File: src/rtl/tach_pkg.sv
package tach_pkg;
    localparam int CNT_W = 20;
    localparam int RES_W = 32;
    localparam int SRC_W = 3;
    localparam int NUM_PWM = 2 ** SRC_W;

    typedef enum logic [1:0] {
        EDGE_FALL = 2'b00,
        EDGE_RISE = 2'b01,
        EDGE_BOTH = 2'b10,
        EDGE_RSVD = 2'b11
    } edge_mode_e;

    typedef enum logic [1:0] {
        M_IDLE = 2'd0,
        M_ARM  = 2'd1,
        M_RUN  = 2'd2
    } meas_state_e;
endpackage

File: src/rtl/tach_sync.sv
module tach_sync #(
    parameter int NUM_CH = 4
) (
    input  logic              clk,
    input  logic              rst_n,
    input  logic [NUM_CH-1:0] tach_i,
    output logic [NUM_CH-1:0] rise_o,
    output logic [NUM_CH-1:0] fall_o
);
    typedef struct packed {
        logic [NUM_CH-1:0] s1;
        logic [NUM_CH-1:0] s2;
        logic [NUM_CH-1:0] prev;
    } sync_t;

    sync_t d, q;

    always_comb begin
        d      = q;
        d.s1   = tach_i;
        d.s2   = q.s1;
        d.prev = q.s2;
    end

    always_ff @(posedge clk or negedge rst_n) begin
        if (!rst_n) q <= '0;
        else        q <= d;
    end

    for (genvar n = 0; n < NUM_CH; n++) begin : g_edge
        assign rise_o[n] =  q.s2[n] & ~q.prev[n];
        assign fall_o[n] = ~q.s2[n] &  q.prev[n];
    end
endmodule

File: src/rtl/tach_trig.sv
module tach_trig
    import tach_pkg::*;
#(
    parameter int NUM_CH   = 4,
    parameter int NUM_PROF = 3,
    parameter int DIV_W    = 2,
    parameter int WIN_W    = 16,
    localparam int CH_W    = (NUM_CH > 1) ? $clog2(NUM_CH) : 1,
    localparam int PROF_W  = (NUM_PROF > 1) ? $clog2(NUM_PROF) : 1
) (
    input  logic                      clk,
    input  logic                      rst_n,
    input  logic [NUM_CH-1:0]         trig_i,
    input  logic [NUM_CH-1:0]         chan_en_i,
    input  logic [2*NUM_CH-1:0]       src_lo_i,
    input  logic [NUM_CH-1:0]         src_hi_i,
    input  logic [PROF_W*NUM_PWM-1:0] port_prof_i,
    input  logic [2*NUM_PROF-1:0]     prof_mode_i,
    input  logic [DIV_W*NUM_PROF-1:0] prof_div_i,
    input  logic [WIN_W*NUM_PROF-1:0] prof_win_i,
    output logic                      start_o,
    output logic [CH_W-1:0]           ch_o,
    output logic [1:0]                mode_o,
    output logic [DIV_W-1:0]          div_o,
    output logic [WIN_W-1:0]          win_o
);
    typedef struct packed {
        logic [NUM_CH-1:0] trig;
        logic              start;
        logic [CH_W-1:0]   ch;
        logic [1:0]        mode;
        logic [DIV_W-1:0]  div;
        logic [WIN_W-1:0]  win;
    } trig_t;

    trig_t d, q;
    logic [NUM_CH-1:0] rise;
    logic [CH_W-1:0]   sel;
    logic [SRC_W-1:0]  src;
    logic [PROF_W-1:0] prof_raw;
    logic [PROF_W-1:0] prof;

    always_comb begin
        d      = q;
        d.trig = trig_i;
        rise   = trig_i & ~q.trig & chan_en_i;
        sel    = '0;
        for (int i = NUM_CH - 1; i >= 0; i--) begin
            if (rise[i]) sel = CH_W'(i);
        end
        src      = {src_hi_i[sel], src_lo_i[2*sel +: 2]};
        prof_raw = port_prof_i[PROF_W*src +: PROF_W];
        prof     = (32'(prof_raw) < NUM_PROF) ? prof_raw : '0;
        d.start  = |rise;
        if (|rise) begin
            d.ch   = sel;
            d.mode = prof_mode_i[2*prof +: 2];
            d.div  = prof_div_i[DIV_W*prof +: DIV_W];
            d.win  = prof_win_i[WIN_W*prof +: WIN_W];
        end
    end

    always_ff @(posedge clk or negedge rst_n) begin
        if (!rst_n) q <= '0;
        else        q <= d;
    end

    assign start_o = q.start;
    assign ch_o    = q.ch;
    assign mode_o  = q.mode;
    assign div_o   = q.div;
    assign win_o   = q.win;

    logic chk_armed_q;
    always_ff @(posedge clk or negedge rst_n) begin
        if (!rst_n) chk_armed_q <= 1'b0;
        else        chk_armed_q <= 1'b1;
    end

    // a start is only issued for a channel that was enabled
    p_start_enabled_r8: assert property (@(posedge clk) disable iff (!rst_n || !chk_armed_q)
        start_o |-> (($past(chan_en_i) & (NUM_CH'(1) << ch_o)) != '0));
endmodule

File: src/rtl/tach_meas.sv
module tach_meas
    import tach_pkg::*;
#(
    parameter int NUM_CH = 4,
    parameter int DIV_W  = 2,
    parameter int WIN_W  = 16,
    localparam int CH_W  = (NUM_CH > 1) ? $clog2(NUM_CH) : 1,
    localparam int PRE_W = 2 * (2 ** DIV_W - 1) + 2
) (
    input  logic              clk,
    input  logic              rst_n,
    input  logic              start_i,
    input  logic [CH_W-1:0]   ch_i,
    input  logic [1:0]        mode_i,
    input  logic [DIV_W-1:0]  div_i,
    input  logic [WIN_W-1:0]  win_i,
    input  logic [NUM_CH-1:0] rise_i,
    input  logic [NUM_CH-1:0] fall_i,
    output logic [RES_W-1:0]  result_o
);
    typedef struct packed {
        meas_state_e       st;
        logic [CH_W-1:0]   ch;
        logic [1:0]        mode;
        logic [DIV_W-1:0]  div;
        logic [WIN_W-1:0]  win;
        logic [PRE_W-1:0]  pre;
        logic [CNT_W-1:0]  cnt;
        logic [WIN_W:0]    elap;
        logic              done;
        logic [CNT_W-1:0]  res;
    } meas_t;

    meas_t d, q;
    logic [PRE_W:0]   dval;
    logic [PRE_W-1:0] divmax;
    logic             tick;
    logic             hit;
    logic             timeout;
    logic [WIN_W:0]   elap_inc;
    logic [CNT_W-1:0] cnt_inc;

    always_comb begin
        d        = q;
        dval     = (PRE_W+1)'(4) << {q.div, 1'b0};
        divmax   = PRE_W'(dval - 1'b1);
        tick     = (q.pre == divmax);
        elap_inc = q.elap + 1'b1;
        timeout  = tick && (elap_inc >= {1'b0, q.win});
        cnt_inc  = (q.cnt == '1) ? q.cnt : q.cnt + CNT_W'(tick);
        case (edge_mode_e'(q.mode))
            EDGE_FALL: hit = fall_i[q.ch];
            EDGE_RISE: hit = rise_i[q.ch];
            EDGE_BOTH: hit = rise_i[q.ch] | fall_i[q.ch];
            default:   hit = 1'b0;
        endcase

        if (start_i) begin
            d.st   = M_ARM;
            d.ch   = ch_i;
            d.mode = mode_i;
            d.div  = div_i;
            d.win  = win_i;
            d.pre  = '0;
            d.cnt  = '0;
            d.elap = '0;
            d.done = 1'b0;
            d.res  = '0;
        end else begin
            case (q.st)
                M_ARM: begin
                    if (hit) begin
                        d.st  = M_RUN;
                        d.pre = '0;
                        d.cnt = '0;
                    end else begin
                        d.pre = tick ? '0 : q.pre + 1'b1;
                        if (tick) d.elap = elap_inc;
                        if (timeout) begin
                            d.st   = M_IDLE;
                            d.done = 1'b1;
                            d.res  = '1;
                        end
                    end
                end
                M_RUN: begin
                    if (hit) begin
                        d.st   = M_IDLE;
                        d.done = 1'b1;
                        d.res  = cnt_inc;
                    end else begin
                        d.pre = tick ? '0 : q.pre + 1'b1;
                        d.cnt = cnt_inc;
                        if (tick) d.elap = elap_inc;
                        if (timeout) begin
                            d.st   = M_IDLE;
                            d.done = 1'b1;
                            d.res  = '1;
                        end
                    end
                end
                default: d.st = M_IDLE;
            endcase
        end
    end

    always_ff @(posedge clk or negedge rst_n) begin
        if (!rst_n) q <= '0;
        else        q <= d;
    end

    assign result_o = {q.done, {(RES_W-1-CNT_W){1'b0}}, q.res};

    // a start always leaves the done flag clear on the next cycle
    p_start_clears_done_r2: assert property (@(posedge clk) disable iff (!rst_n)
        start_i |=> !result_o[RES_W-1]);

    // finishing without a start edge can only mean the saturated code
    p_timeout_code_r6: assert property (@(posedge clk) disable iff (!rst_n)
        ($rose(q.done) && ($past(q.st) == M_ARM)) |-> (q.res == '1));

    // the posted result is held while nothing is in progress
    p_idle_holds_r3: assert property (@(posedge clk) disable iff (!rst_n)
        ((q.st == M_IDLE) && !start_i) |=> $stable(result_o));

    // the prescaler never passes the selected divide
    p_pre_bound_r4: assert property (@(posedge clk) disable iff (!rst_n)
        q.pre <= divmax);
endmodule

File: src/rtl/tach_engine.sv
module tach_engine
    import tach_pkg::*;
#(
    parameter int NUM_CH   = 4,
    parameter int NUM_PROF = 3,
    parameter int DIV_W    = 2,
    parameter int WIN_W    = 16,
    localparam int CH_W    = (NUM_CH > 1) ? $clog2(NUM_CH) : 1,
    localparam int PROF_W  = (NUM_PROF > 1) ? $clog2(NUM_PROF) : 1
) (
    input  logic                      clk,
    input  logic                      rst_n,
    input  logic [NUM_CH-1:0]         tach_i,
    input  logic [NUM_CH-1:0]         chan_en_i,
    input  logic [2*NUM_CH-1:0]       src_lo_i,
    input  logic [NUM_CH-1:0]         src_hi_i,
    input  logic [PROF_W*NUM_PWM-1:0] port_prof_i,
    input  logic [2*NUM_PROF-1:0]     prof_mode_i,
    input  logic [DIV_W*NUM_PROF-1:0] prof_div_i,
    input  logic [WIN_W*NUM_PROF-1:0] prof_win_i,
    input  logic [NUM_CH-1:0]         trig_i,
    output logic [RES_W-1:0]          result_o
);
    logic [NUM_CH-1:0] rise;
    logic [NUM_CH-1:0] fall;
    logic              start;
    logic [CH_W-1:0]   ch;
    logic [1:0]        mode;
    logic [DIV_W-1:0]  div;
    logic [WIN_W-1:0]  win;

    tach_sync #(.NUM_CH(NUM_CH)) u_sync (
        .clk    (clk),
        .rst_n  (rst_n),
        .tach_i (tach_i),
        .rise_o (rise),
        .fall_o (fall)
    );

    tach_trig #(
        .NUM_CH   (NUM_CH),
        .NUM_PROF (NUM_PROF),
        .DIV_W    (DIV_W),
        .WIN_W    (WIN_W)
    ) u_trig (
        .clk         (clk),
        .rst_n       (rst_n),
        .trig_i      (trig_i),
        .chan_en_i   (chan_en_i),
        .src_lo_i    (src_lo_i),
        .src_hi_i    (src_hi_i),
        .port_prof_i (port_prof_i),
        .prof_mode_i (prof_mode_i),
        .prof_div_i  (prof_div_i),
        .prof_win_i  (prof_win_i),
        .start_o     (start),
        .ch_o        (ch),
        .mode_o      (mode),
        .div_o       (div),
        .win_o       (win)
    );

    tach_meas #(
        .NUM_CH (NUM_CH),
        .DIV_W  (DIV_W),
        .WIN_W  (WIN_W)
    ) u_meas (
        .clk      (clk),
        .rst_n    (rst_n),
        .start_i  (start),
        .ch_i     (ch),
        .mode_i   (mode),
        .div_i    (div),
        .win_i    (win),
        .rise_i   (rise),
        .fall_i   (fall),
        .result_o (result_o)
    );
endmodule

File: config.mk
export PLATFORM = sky130hd
export DESIGN_NAME = tach_engine
export DESIGN_NICKNAME = d
export VERILOG_FILES = /design/src/rtl/tach_pkg.sv /design/src/rtl/tach_sync.sv /design/src/rtl/tach_trig.sv /design/src/rtl/tach_meas.sv /design/src/rtl/tach_engine.sv
export SDC_FILE = /design/constraint.sdc
export NUM_CORES = 1
export LEC_CHECK = 0
export ABC_AREA = 0
export BUFFER_PORTS_ARGS = -buffer_cell sky130_fd_sc_hd__buf_2
export CAP_MARGIN = 25
export CORE_ASPECT_RATIO = 1.5
export CORE_UTILIZATION = 55
export DETAILED_ROUTE_END_ITERATION = 10
export GPL_ROUTABILITY_DRIVEN = 0
export PLACE_DENSITY_LB_ADDON = 0.12
export SYNTH_ARGS = -nofsm -noshare
export SYNTH_HDL_FRONTEND = slang
export SYNTH_HIERARCHICAL = 1
export SYNTH_SLANG_ARGS = --single-unit
File: constraint.sdc
create_clock -name clk -period 7.7 [get_ports clk]
set_input_delay 0.385 -clock clk [delete_from_list [all_inputs] [get_ports clk]]
set_output_delay 0.385 -clock clk [all_outputs]
set_load 0.05 [all_outputs]
Yosys cells after proc, flatten, opt, wreduce, memory -nomap -nowiden
Cells that the tools add are included.

operators by class
  add/subtract/negate cells = 4
  multiply operators = 0
  divide/modulo/power cells = 0
  magnitude comparators = 4
  eq/ne operators = 9
  shifts and indexed selects = 6
  multiplexer cells = 28
  bitwise gates (word level) = 20
  reduce and logical (&&, ||, !) cells = 8

operators with widths
  kind                                               count
  one-hot mux 66 bit (2 select lines)                1
  two-way mux 66 bit                                 1
  variable part select 48 x 7 -> 16 bit              1
  two-way mux 45 bit                                 1
  two-way mux 21 bit                                 2
  two-way mux 20 bit                                 2
  two-way mux 38 bit                                 1
  adder 20 x 1 -> 20 bit                             1
  equality test 20 bit (second input constant)       1
  two-way mux 2 bit                                  9
  adder 17 x 1 -> 17 bit (second input constant)     1
  greater-or-equal comparator 17 x 16 -> 1 bit       1
  two-way mux 17 bit                                 1
  two-way mux 8 bit                                  2
  variable part select 16 x 5 -> 2 bit               1
  variable part select 6 x 4 -> 2 bit                2
  adder 8 x 1 -> 8 bit (second input constant)       1
  bitwise AND 1 bit                                  8
  bitwise AND 4 bit                                  2
  equality test 8 bit                                1
  NOT 1 bit                                          8
  variable part select 8 x 4 -> 2 bit                1
  << shifter 3 x 3 -> 8 bit (first input constant)   1
  subtractor 8 x 1 -> 8 bit (second input constant)  1
  18 further kinds                                   28

storage, ports and cells
  register bits after elaboration = 129
  bits in latches = 0
  RAM bits = 0
  memory bits (read-only) = 0
  input port bits = 102
  output and inout bits = 32
  logic and storage cells = 98
  memories kept = 0

Logic depth before layout (Yosys ltp)
Gate-level depths: netlist (run 1).

  depth after elaboration = 13
  mapped depth = 15
  depth with buffers taken out = 13

Cells and area by module
The synthesis (run 1) kept the hierarchy.

modules (own cells, without submodules)
  module     instances  cells an instance  area an instance (µm²)  seq. area each (µm²)
  tach_meas  1          658                5,735.5                 2,252.2
  tach_trig  1          250                1,999.4                 675.6
  tach_sync  1          20                 350.3                   300.3

Worst setup path before layout (run 1)
OpenSTA, ideal clock, no wires.

  kind = flip-flop to flip-flop
  start = reg u_meas/q[83] in the netlist's numbering
  end = reg u_meas.q (netlist bit u_meas/result_o[16])
  setup time = 0.077 ns
  arrival = 3.526 ns
  required time = 7.623 ns
  slack = 4.096 ns
  stages on the path, launching flop included = 16
  buffers on the path = 2
  clock period less this slack = 3.604 ns
  path through = dfrtp_1 or2_2 ha_1 xor2_1 nand3_1 a21oi_2 buf_2 ha_1 ha_1 and3_1 clkbuf_1 nand4_1 or2_2 xnor2_1 a311o_1 a21oi_1

between the ends
  word-level cells in the longest chain between the ends = 8
  elaborated cells between the ends (all ways) = 11
  those cells by class = add/sub: 2; eq/ne: 1; shift: 1; mux: 6; reduce/logical: 1

RTL lines
  what                                                         RTL line                          source
  start: declaration                                           tach_meas.sv:34                   meas_t d, q;
  start signal: assignment                                     tach_meas.sv:108                  if (!rst_n) q <= '0;
  start signal: assignment                                     tach_meas.sv:109                  else q <= d;
  << shifter 3 x 3 -> 8 bit *                                  tach_meas.sv:45                   dval = (PRE_W+1)'(4) << {q.div, 1'b0};
  subtractor 8 x 1 -> 8 bit *                                  tach_meas.sv:46                   divmax = PRE_W'(dval - 1'b1);
  equality test 8 bit *                                        tach_meas.sv:47                   tick = (q.pre == divmax);
  adder 20 x 1 -> 20 bit or logical AND 1 bit (tied branches)  tach_meas.sv:50, tach_meas.sv:49
  two-way mux 20 bit or two-way mux 21 bit (tied branches)     -
  two-way mux 21 bit or two-way mux 38 bit (tied branches)     -
  one-hot mux 66 bit (2 select lines) *                        tach_meas.sv:70                   case (q.st)
  two-way mux 66 bit *                                         tach_meas.sv:58                   if (start_i) begin

Every way passes the cells marked *; elsewhere a longest branch is shown, timed or not. The select of a mux whose other input is x is not followed.
A chain may end at the register's enable or synchronous reset.

Worst setup path after layout (run 1)
Same ends and word-level chain as after synthesis.

==> results of run 1 <==
==> placed cells by master, fill, tap and decap left out, drive strengths merged, types with 5 or more instances in the layout <==
cell type	synthesis	final
buf	73	133
dfrtp	129	129
nand2	121	121
o21ai	78	78
a21oi	67	67
nor2	66	66
inv	38	44
a211o	31	31
nand3	30	30
nor3	28	28
ha	23	23
xnor2	21	21
xor2	20	20
clkbuf	29	19
nand4	17	17
a211oi	12	12
nor2b	11	11
conb	1	11
or3	10	10
o211ai	10	10
nand3b	10	10
and3	7	7
a311o	7	7
or2	6	6
o311ai	6	6
clkinvlp	0	5
and4	5	5
mux2	5	5
and4b	5	5
o31ai	5	5
a21boi	5	5
==> cell type report <==
| type | instances | area, µm² | share of cell area [%] |
|---|---|---|---|
| Clock buffer | 19 | 442.9 | 4.919 |
| Clock inverter | 13 | 103.9 | 1.153 |
| Inverter | 38 | 142.6 | 1.584 |
| Multi-Input combinational cell | 669 | 4138 | 45.96 |
| Sequential cell | 129 | 3229 | 35.87 |
| Tap cell | 192 | 240.2 | 2.668 |
| Timing Repair Buffer | 133 | 706.9 | 7.852 |
==> sequential cells by signal (all words and copies together) (netlist names) <==
register	cells
u_trig/win_o	16
u_trig/mode_o	2
u_sync/d	8
u_trig/q	4
u_meas/q	69
u_trig/div_o	2
u_sync/q	4
u_meas/result_o	21
u_trig/ch_o	2
u_trig/start_o	1
==> worst paths after layout <==
path / from / to / slack, ps
worst min register to register: u_sync/d[7] / u_sync/d[3] / 350
worst max-delay path: u_meas/q[83] / u_meas/result_o[16] / 3980
max in group asynchronous: rst_n / u_meas/q[28] / 6540
worst min-delay path: rst_n / u_meas/result_o[3] / -30
min in group clk: tach_i[1] / u_sync/d[5] / 80
worst max register to register: u_meas/q[83] / u_meas/result_o[16] / 3980
==> worst max-delay path: cells and delay by family, from the launching register on <==
family	cells	cell delay, ps
adders and majority gates	3	810
AOI/OAI and AO/OA	3	550
DFF	1	410
xor gates and xnor gates	2	260
buffers and inverters	1	240
and+or+nand+nor	5	1360
==> through the flow <==
stage	worst slack, ps	cells	hold slack (ps)	power (mW)
floorplan	4096	938	89.41	1.348
global placement	4100	1159	333.9	1.426
detailed placement	4006	1160	335.8	1.446
CTS	3986	1192	1.898	2.198
global route	3681	1193	21.11	2.316
finish	3977	1193	-29.07	2.177
==> where the power goes <==
group          total, mW  leakage, nW  switching (mW)  internal [mW]
logic              0.595         2.23           0.368          0.227
clock network      0.743        0.254           0.318          0.426
registers          0.838         1.69          0.0582          0.780
==> cells in the mapped netlist (21+ instances only) <==
master,number,share of area (%)
a211o_1,31,3.4
ha_1,23,3.6
o21ai_0,71,4.4
clkbuf_1,29,1.3
a21oi_1,65,4.0
nor3_1,28,1.7
nand3_1,29,1.8
inv_1,37,1.7
dfrtp_1,129,40
nor2_1,66,3.1
nand2_1,121,5.6
xnor2_1,21,2.3
buf_4,55,5.1
==> cells by family (layout without fill, tap and decap cells) <==
logic type | Yosys count | in the layout | synth area share (%)
AND/OR/NAND/NOR | 330 | 330 | 19.96
buffers and inverters | 140 | 203 | 9.517
multiplexers | 9 | 9 | 1.501
other | 1 | 11 | 0.04638
flip-flops | 129 | 129 | 39.93
adder cells (fa/ha/maj) | 23 | 23 | 3.559
AO/OA/AOI/OAI | 255 | 255 | 21.05
XOR/XNOR | 41 | 41 | 4.441
==> layer usage <==
layer / wire length (µm) / share of wire (%)
met2: 10010 / 52
met5: 0 / 0
met3: 738 / 3.9
met1: 7619 / 40
met4: 714 / 3.7
==> metrics, run 1 <==
Via density approximately 5.8; CP Cell Sequence or2_2, ha_1, xor2_1, nand3_1, a21oi_2, buf_4, ha_1, ha_1, and3_1, nand4_1, or2_2, xnor2_1, a311o_1, a21oi_1; chip height ~150 µm; Peak Freq roughly 270 MHz; die width just over 100 µm; core area roughly 14000 µm²; GR Layer Usage met1 30.89%; crit share post-route around half; DRT Pass-1 Iters 5; GR Layer Usage met2 between 40% and 50%; htree depth 4; WL/cell between 15 and 20 µm; endpoints failing setup 0; vias in the first global route approximately 7000; crit path time final between 3000 and 4000 ps; Static Leak 4.170 nW; total gr overflow 0; first-pass GRT wire length 32200 µm; syn_area_per_cell ~8.7 µm²; layout cells sized above 1 roughly a fifth; cts hold-fix bufs 0; Clk pin slew, worst setup/hold paths 60 ps; largest net degree at the start of global routing 80; cts repair resizes 0; Fin Clk Skew 8.056 ps; Mapped Cells ~930; CTS sink count roughly 130; clk buf depth 2; crit-path max FO 19; Register-to-Register Path Depth 14; Distinct cells, synth a little over 70; Crit path top cell by count ha_1; failing checks negative hold slack; post-route cell area 9004 µm²; top_reg_cell synth dfrtp_1; Max stage delay on crit path around 410 ps; maximum VDD drop about 150 µV; row count 53; DP Area about 8400 µm²; CP Data Arrival Time 4060 ps; Initial Util a little under three fifths; area delta synth->final 11.36%; setup tns final 0 ps; antenna cells 0; Fillers about 1300; CP max-delay cell dfrtp_1; CTS tree done; CP Launch Type register; sequential element share of the synthesized area between 30 and 40%; root buffer cell clkbuf_16; busiest grt layer met2; Yosys warnings 6; Hold Vio Cnt, Final 25; met3 Track Usage GR around 4.5%; hold crit path type primary input to asynchronous set/reset pin; total of max-cap violations 0; drt drc 0; slew margin rel. between 20% and 30%; Total GRT Usage a little over a quarter; EDFF count, synth 0; ys async rst share 100.0%; via count 6928; PortBufs between 100 and 150; nets between 1000 and 1500; Max Transition Viols Final 0; full die area approximately 15000 µm²; DP Wirelength around 14000 µm; Num CTS Buffers 17; critical path required time approximately 8000 ps; Slew @ Worst Pin between 1000 and 1500 ps; Crit. End Element register; final core utilization 63.45%; Clk Latency, worst-skew pair approximately 400 ps; final hold slack -29.07 ps; drt total wl roughly 19000 µm; Yosys reg bits 129; outcome complete, but fails checks; Starting DRT DRC Count ~280; critical path class register to register; antenna-violating nets left 0; RSZ-0062 raised after global routing no; Post CTS Setup Buffer Count 0; IO Count between 100 and 150; post-synthesis cell area about 8100 µm²; Power Dens Cells roughly 240 nW/µm²; initial antenna violation count 0
Power figures use the tool's default switching activity.
==> run 2: changes to the inputs <==
==> constraint.sdc (replaced) <==
create_clock -name clk -period 3.45 [get_ports clk]
set_input_delay 0.1725 -clock clk [delete_from_list [all_inputs] [get_ports clk]]
set_output_delay 0.1725 -clock clk [all_outputs]
set_load 0.05 [all_outputs]
==> run 2 against run 1 <==
The flow now finishes without violations. Flip-flop and latch count stayed put. Final cell count is 3.2% higher. Sequential share of layout area is 1.6 points lower. Worst setup slack worse by 3800 ps. Power is 120% higher. Global-route usage is 0.096 points lower. Count of clock-buffer cells in the layout is 1 higher. Sequential power is 120% higher. Die area stayed put. Design area is 4.6% higher.
==> metrics, run 2 (synthesis results as in run 1) <==
IO Count 134 (unchanged); die width 101.0 µm (unchanged); area delta synth->final 16.47%; Peak Freq 305.7 MHz (+14%); maximum VDD drop 312.1 µV (+110%); slew margin rel. 34.42% (+5.3 points); nets 1151 (+3.4%); Clk Latency, worst-skew pair 420 ps (about the same); crit share post-route 94.83% (+46 points); clock group share of total power 33.4% (-0.7 points); antenna-violating nets left 0 (unchanged); vias in the first global route 6908 (+0.95%); Initial Util 56.97% (unchanged); CTS tree done; WL/cell 15.91 µm (-0.51%); critical path required time 3780 ps (-4260 ps); CP Data Arrival Time 3610 ps (-450 ps); total gr overflow 0 (unchanged); Starting DRT DRC Count 344 (+22%); core area 14190 µm² (unchanged); final hold slack 80.68 ps (+109.7 ps); Cell Int Power 3.233 mW (+130%); final core utilization 66.36% (+2.9 points); Max Transition Viols Final 0 (unchanged); Crit path top cell by count xor2_1; Total GRT Usage 27.08% (-0.096 points); endpoints failing setup 0 (unchanged); root buffer cell clkbuf_16; PortBufs 122 (unchanged); CP Launch Type register; sequential cell fraction of total power 38.6% (about the same); Fin Clk Skew 7.254 ps (-0.8016 ps); CTS sink count 129 (unchanged); pre-CTS setup slack 138.8 ps (-3867 ps); CP max-delay cell or3_4; most frequent cells in the layout dfrtp_1, buf_2, nand2_1; full die area 15200 µm² (unchanged); Worst Path Buf+Inv 0 (-1); delay-heaviest family, CP simple AND/OR/NAND/NOR gates; clk buf depth 2 (unchanged); initial antenna violation count 0 (unchanged); RSZ-0062 raised after global routing yes; DP Wirelength 13640 µm (-0.11%); crit path time final 3272 ps (-451.0 ps); Sw Share 33.61% (-0.55 points); Num CTS Buffers 17 (unchanged); row count 53 (unchanged); chip height 150.5 µm (unchanged); crit-path max FO 5 (-14); total of max-cap violations 0 (unchanged); Top reg by flops u_meas/q; CP Cell Sequence or2_2, ha_1, xor2_1, nand3_1, a21oi_4, ha_2, and4_1, nand4_1, or3_4, xor2_1, a311o_1, a21oi_1; outcome finished clean; htree depth 4 (unchanged); critical path class register to register; Max stage delay on crit path 430 ps (+20 ps); DRT Pass-1 Iters 5 (unchanged); hold crit path type primary input to register; via count 7063 (+1.9%); drt total wl 19590 µm (+2.7%); Largest register FFs 69 (unchanged); leading cell type in the layout, fill and taps excluded dfrtp_1; worst setup margin 178.4 ps (-3799 ps); antenna cells 0 (unchanged); P_sw 1.637 mW (+120%); layout cells sized above 1 20.40% (+0.92 points); Crit. End Element register; Logic pwr share 28.0% (+0.7 points); Slew @ Worst Pin 979.3 ps (-83.43 ps); Power Dens Cells 517.2 nW/µm² (+110%); Hold Vio Cnt, Final 0 (-100%); Via density 5.738 (-1.2%); Static Leak 4.339 nW (+4.0%); first-pass GRT wire length 32240 µm (+0.11%); largest net degree at the start of global routing 82 (+2.5%); drt drc 0 (unchanged); Clk pin slew, worst setup/hold paths 60 ps (about the same)
## run 2: cell types whose count changed in the layout (fill, tap and decap cells not counted), sizes merged
cell and delta:
dlygate4sd3 +29, clkinvlp +1, buf +9, inv -5, clkinv +3, clkbuf +1
## run 2: cell type report
type | count | area (µm²)
multi-input cells | 669 | 4183
flip-flops and latches | 129 | 3229
clock inverters | 12 | 86.33
inverters | 38 | 142.6
repair buffers | 171 | 1079
fillers | 1237 | 4775
well taps | 192 | 240.2
clock buffers | 20 | 456.7
## run 2: stage by stage
step           cells  cell area [µm²]  power, mW  TNS (ps)
6_report        1231             9417      4.870         0
5_1_grt         1231             9417      5.157    -21.33
4_1_cts         1230             9374      4.901         0
3_5_place_dp    1169             8541      3.233         0
3_3_place_gp    1169             8541      3.211         0
2_1_floorplan    938             8140      3.012         0
## run 2: worst register-to-register path, stage by stage, from the launching register on
cell	delay (ps)
dfrtp_1	420
or2_2	330
ha_1	310
xor2_1	130
nand3_1	130
a21oi_4	140
ha_2	220
and4_1	200
nand4_1	270
or3_4	430
xor2_1	150
a311o_1	350
a21oi_1	120
## run 2: what timing repair did
item / in CTS / in global routing
setup endpoints to repair: 0 / 10
endpoints found under the hold margin: 76 / 0
gates resized for setup: 0 / 9
hold buffers: 29 / 0
setup buffers: 0 / 1
## run 2: final timing paths
check                                      end  depth (start not counted)  slack (ps)      startpoint
max                        u_meas/result_o[17]                         12         180    u_meas/q[83]
min                            u_trig/win_o[1]                          4          80  prof_win_i[17]
max reg2reg                u_meas/result_o[17]                         12         180    u_meas/q[83]
min reg2reg                        u_sync/d[2]                          0         350     u_sync/d[6]
max in group asynchronous         u_meas/q[25]                          3        2270           rst_n
min in group asynchronous   u_meas/result_o[6]                          2         330           rst_n
## run 2: power groups by stage
stage          clock network (mW)  registers, mW  logic (mW)
3_5_place_dp                    0           1.91        1.32
4_1_cts                      1.66           1.88        1.36
6_report                     1.63           1.88        1.36
2_1_floorplan                   0           1.86        1.15
5_1_grt                      1.73           1.91        1.52
3_3_place_gp                    0           1.90        1.31
## run 2: metal layers
metal | GRT usage [%] | share of wire, % | vias to the layer above
met2 | 49.08 | 53 | 229
met5 | 0 | 0 | -
met4 | 12.97 | 2.8 | 0
met1 | 30.53 | 40 | 3343
li1 | - | - | 3442
met3 | 4.596 | 4.6 | 49
==> run 3: changes to the inputs <==
--- a/config.mk
+++ b/config.mk
@@ -6,11 +6,11 @@
 export NUM_CORES = 1
 export LEC_CHECK = 0
 export ABC_AREA = 0
-export BUFFER_PORTS_ARGS = -buffer_cell sky130_fd_sc_hd__buf_2
 export CAP_MARGIN = 25
 export CORE_ASPECT_RATIO = 1.5
 export CORE_UTILIZATION = 55
 export DETAILED_ROUTE_END_ITERATION = 10
+export DONT_BUFFER_PORTS = 1
 export GPL_ROUTABILITY_DRIVEN = 0
 export PLACE_DENSITY_LB_ADDON = 0.12
 export SYNTH_ARGS = -nofsm -noshare
==> run 3 against run 2 <==
Design area down 5.2%. Non-clock buffer count down 117. Worst setup slack worse by 34 ps. Clock power up 7%. Flip-flop and latch count unchanged. Worst hold slack worse by 69 ps.
==> metrics, run 3 (synthesis results as in run 1) <==
Setup crit start u_meas/q[21]; Worst Path Buf+Inv 1 (+1); critical path required time 3760 ps (-20 ps); Total GRT Usage 26.51% (-0.58 points); clock group share of total power 35.2% (+1.8 points); DP Wirelength 13300 µm (-2.5%); CP max-delay cell or3_1; row count 53 (unchanged); Hold Vio Cnt, Final 0 (unchanged); IO Count 134 (unchanged); leading cell type in the layout, fill and taps excluded dfrtp_1; area delta synth->final 10.38%; crit-path max FO 23 (+18); Cell Int Power 3.350 mW (+3.6%); PortBufs 0 (-100%); crit share post-route 95.80% (+0.97 points); Largest register FFs 69 (unchanged); CP Data Arrival Time 3610 ps (about the same); Num CTS Buffers 17 (unchanged); R2R Path Start u_meas/q[21]; initial antenna violation count 0 (unchanged); critical path class register to register; Power Dens Cells 558.0 nW/µm² (+7.9%); DRT Pass-1 Iters 5 (unchanged); die width 101.0 µm (unchanged); crit path time final 3305 ps (+33.62 ps); vias in the first global route 6697 (-3.1%); Crit. End Element register; delay-heaviest family, CP simple AND/OR/NAND/NOR gates; drt drc 0 (unchanged); Max stage delay on crit path 450 ps (+20 ps); Max Transition Viols Final 0 (unchanged); slew margin rel. 34.26% (-0.17 points); CTS tree done; total of max-cap violations 0 (unchanged); post-route cell area 8925 µm² (-5.2%); chip height 150.5 µm (unchanged); nets 1034 (-10%); core area 14190 µm² (unchanged); total gr overflow 0 (unchanged); Peak Freq 302.5 MHz (-1.0%); Sw Share 32.74% (-0.87 points); Clk Latency, worst-skew pair 420 ps (about the same); antenna-violating nets left 0 (unchanged); hold crit path type primary input to register; P_sw 1.630 mW (-0.40%); DP Area 7905 µm² (-7.4%); Slew @ Worst Pin 981.8 ps (+2.498 ps); antenna cells 0 (unchanged); CP Cell Sequence ha_1, nand4_1, or3_1, nor2_2, nand2_1, xnor2_1, ha_1, nand4_1, nor2_1, o211ai_1, a41oi_1, o31ai_2, buf_12, a32o_1; clk buf depth 2 (unchanged); Logic pwr share 26.6% (-1.4 points); Hold Crit Start prof_win_i[29]; RSZ-0062 raised after global routing no; outcome finished clean; Initial Util 56.97% (unchanged); largest net degree at the start of global routing 130 (+59%); endpoints failing setup 0 (unchanged); Top reg by flops u_meas/q; Fillers 1219 (-1.5%); sequential cell fraction of total power 38.2% (-0.4 points); Starting DRT DRC Count 375 (+9.0%); via count 6740 (-4.6%); setup tns final 0 ps (unchanged); CP Launch Type register; Via density 6.050 (+5.4%); full die area 15200 µm² (unchanged); Static Leak 3.876 nW (-11%); root buffer cell clkbuf_16; maximum VDD drop 294.1 µV (-5.8%); drt total wl 19000 µm (-3.0%); most frequent cells in the layout dfrtp_1, nand2_1, o21ai_0; Clk pin slew, worst setup/hold paths 60 ps (about the same); CTS sink count 129 (unchanged); layout cells sized above 1 9.328% (-11 points); htree depth 4 (unchanged); first-pass GRT wire length 31310 µm (-2.9%); Fin Clk Skew 7.074 ps (-0.1806 ps); WL/cell 17.06 µm (+7.2%)
run 3: changes by cell type in the layout (fill, tap and decap cells not counted), moves of 2 or more:
| cell | before | now |
|---|---|---|
| bufinv_16 | 0 | 2 |
| dlygate4sd3_1 | 29 | 37 |
| clkinvlp_4 | 6 | 4 |
| buf_2 | 121 | 0 |
| buf_4 | 19 | 14 |
| buf_16 | 0 | 2 |
run 3: through the flow:
step	setup WS [ps]	hold WS (ps)	std cells	util (%)	total power, mW
floorplan	22.27	-123.1	938	-	3.012
global placement	161.7	-117.4	1042	55.51	3.080
detailed placement	79.52	-116.9	1043	55.70	3.165
CTS	55.13	1.734	1113	62.59	5.017
global route	0.2220	21.04	1114	62.89	5.270
finish	144.7	11.29	1114	62.89	4.980
run 3: path summary, 6_finish.rpt:
path / cells past startpoint / to / slack [ps]
max: 14 / u_meas/q[89] / 140
min: 3 / u_trig/win_o[13] / 10
max reg2reg: 14 / u_meas/q[89] / 140
min reg2reg: 0 / u_sync/d[2] / 350
max in group asynchronous: 2 / u_trig/start_o / 2570
min in group asynchronous: 2 / u_meas/result_o[31] / 400
run 3: repair_timing:
item	in CTS	in global routing
setup buffers	0	1
resized for setup	0	7
hold buffers	38	0
endpoints found under the setup margin	0	11
endpoints found under the hold margin	157	0
run 3: cell type report:
type / instances / area (µm²) / share of cell area, %
tap: 192 / 240.2 / 2.692
sequential: 129 / 3229 / 36.18
clock inverter: 13 / 136.4 / 1.528
clock buffer: 19 / 442.9 / 4.963
multi-input combinational: 669 / 4183 / 46.87
inverter: 38 / 142.6 / 1.598
timing repair buffer: 54 / 550.5 / 6.169
run 3: per-layer routing:
metal | track usage, % | vias to the layer above | wire length, µm
met3 | 5.896 | 41 | 923
met4 | 11.45 | 0 | 463
met5 | 0 | - | 0
li1 | - | 3219 | -
met2 | 49.21 | 260 | 10350
met1 | 28.46 | 3220 | 7262
run 3: worst reg2reg max path: stages (launching register included):
cell and delay [ps]:
dfrtp_1 410, ha_1 250, nand4_1 170, or3_1 450, nor2_2 210, nand2_1 90
xnor2_1 140, ha_1 310, nand4_1 90, nor2_1 190, o211ai_1 120, a41oi_1 260
o31ai_2 110, buf_12 170, a32o_1 230
run 3: power groups by stage:
stage / Clock [mW] / Combinational, mW / Sequential, mW
after floorplan: 0 / 1.15 / 1.86
after global placement: 0 / 1.16 / 1.92
after detailed placement: 0 / 1.23 / 1.93
after CTS: 1.79 / 1.32 / 1.91
after global routing: 1.86 / 1.47 / 1.93
final: 1.75 / 1.32 / 1.90
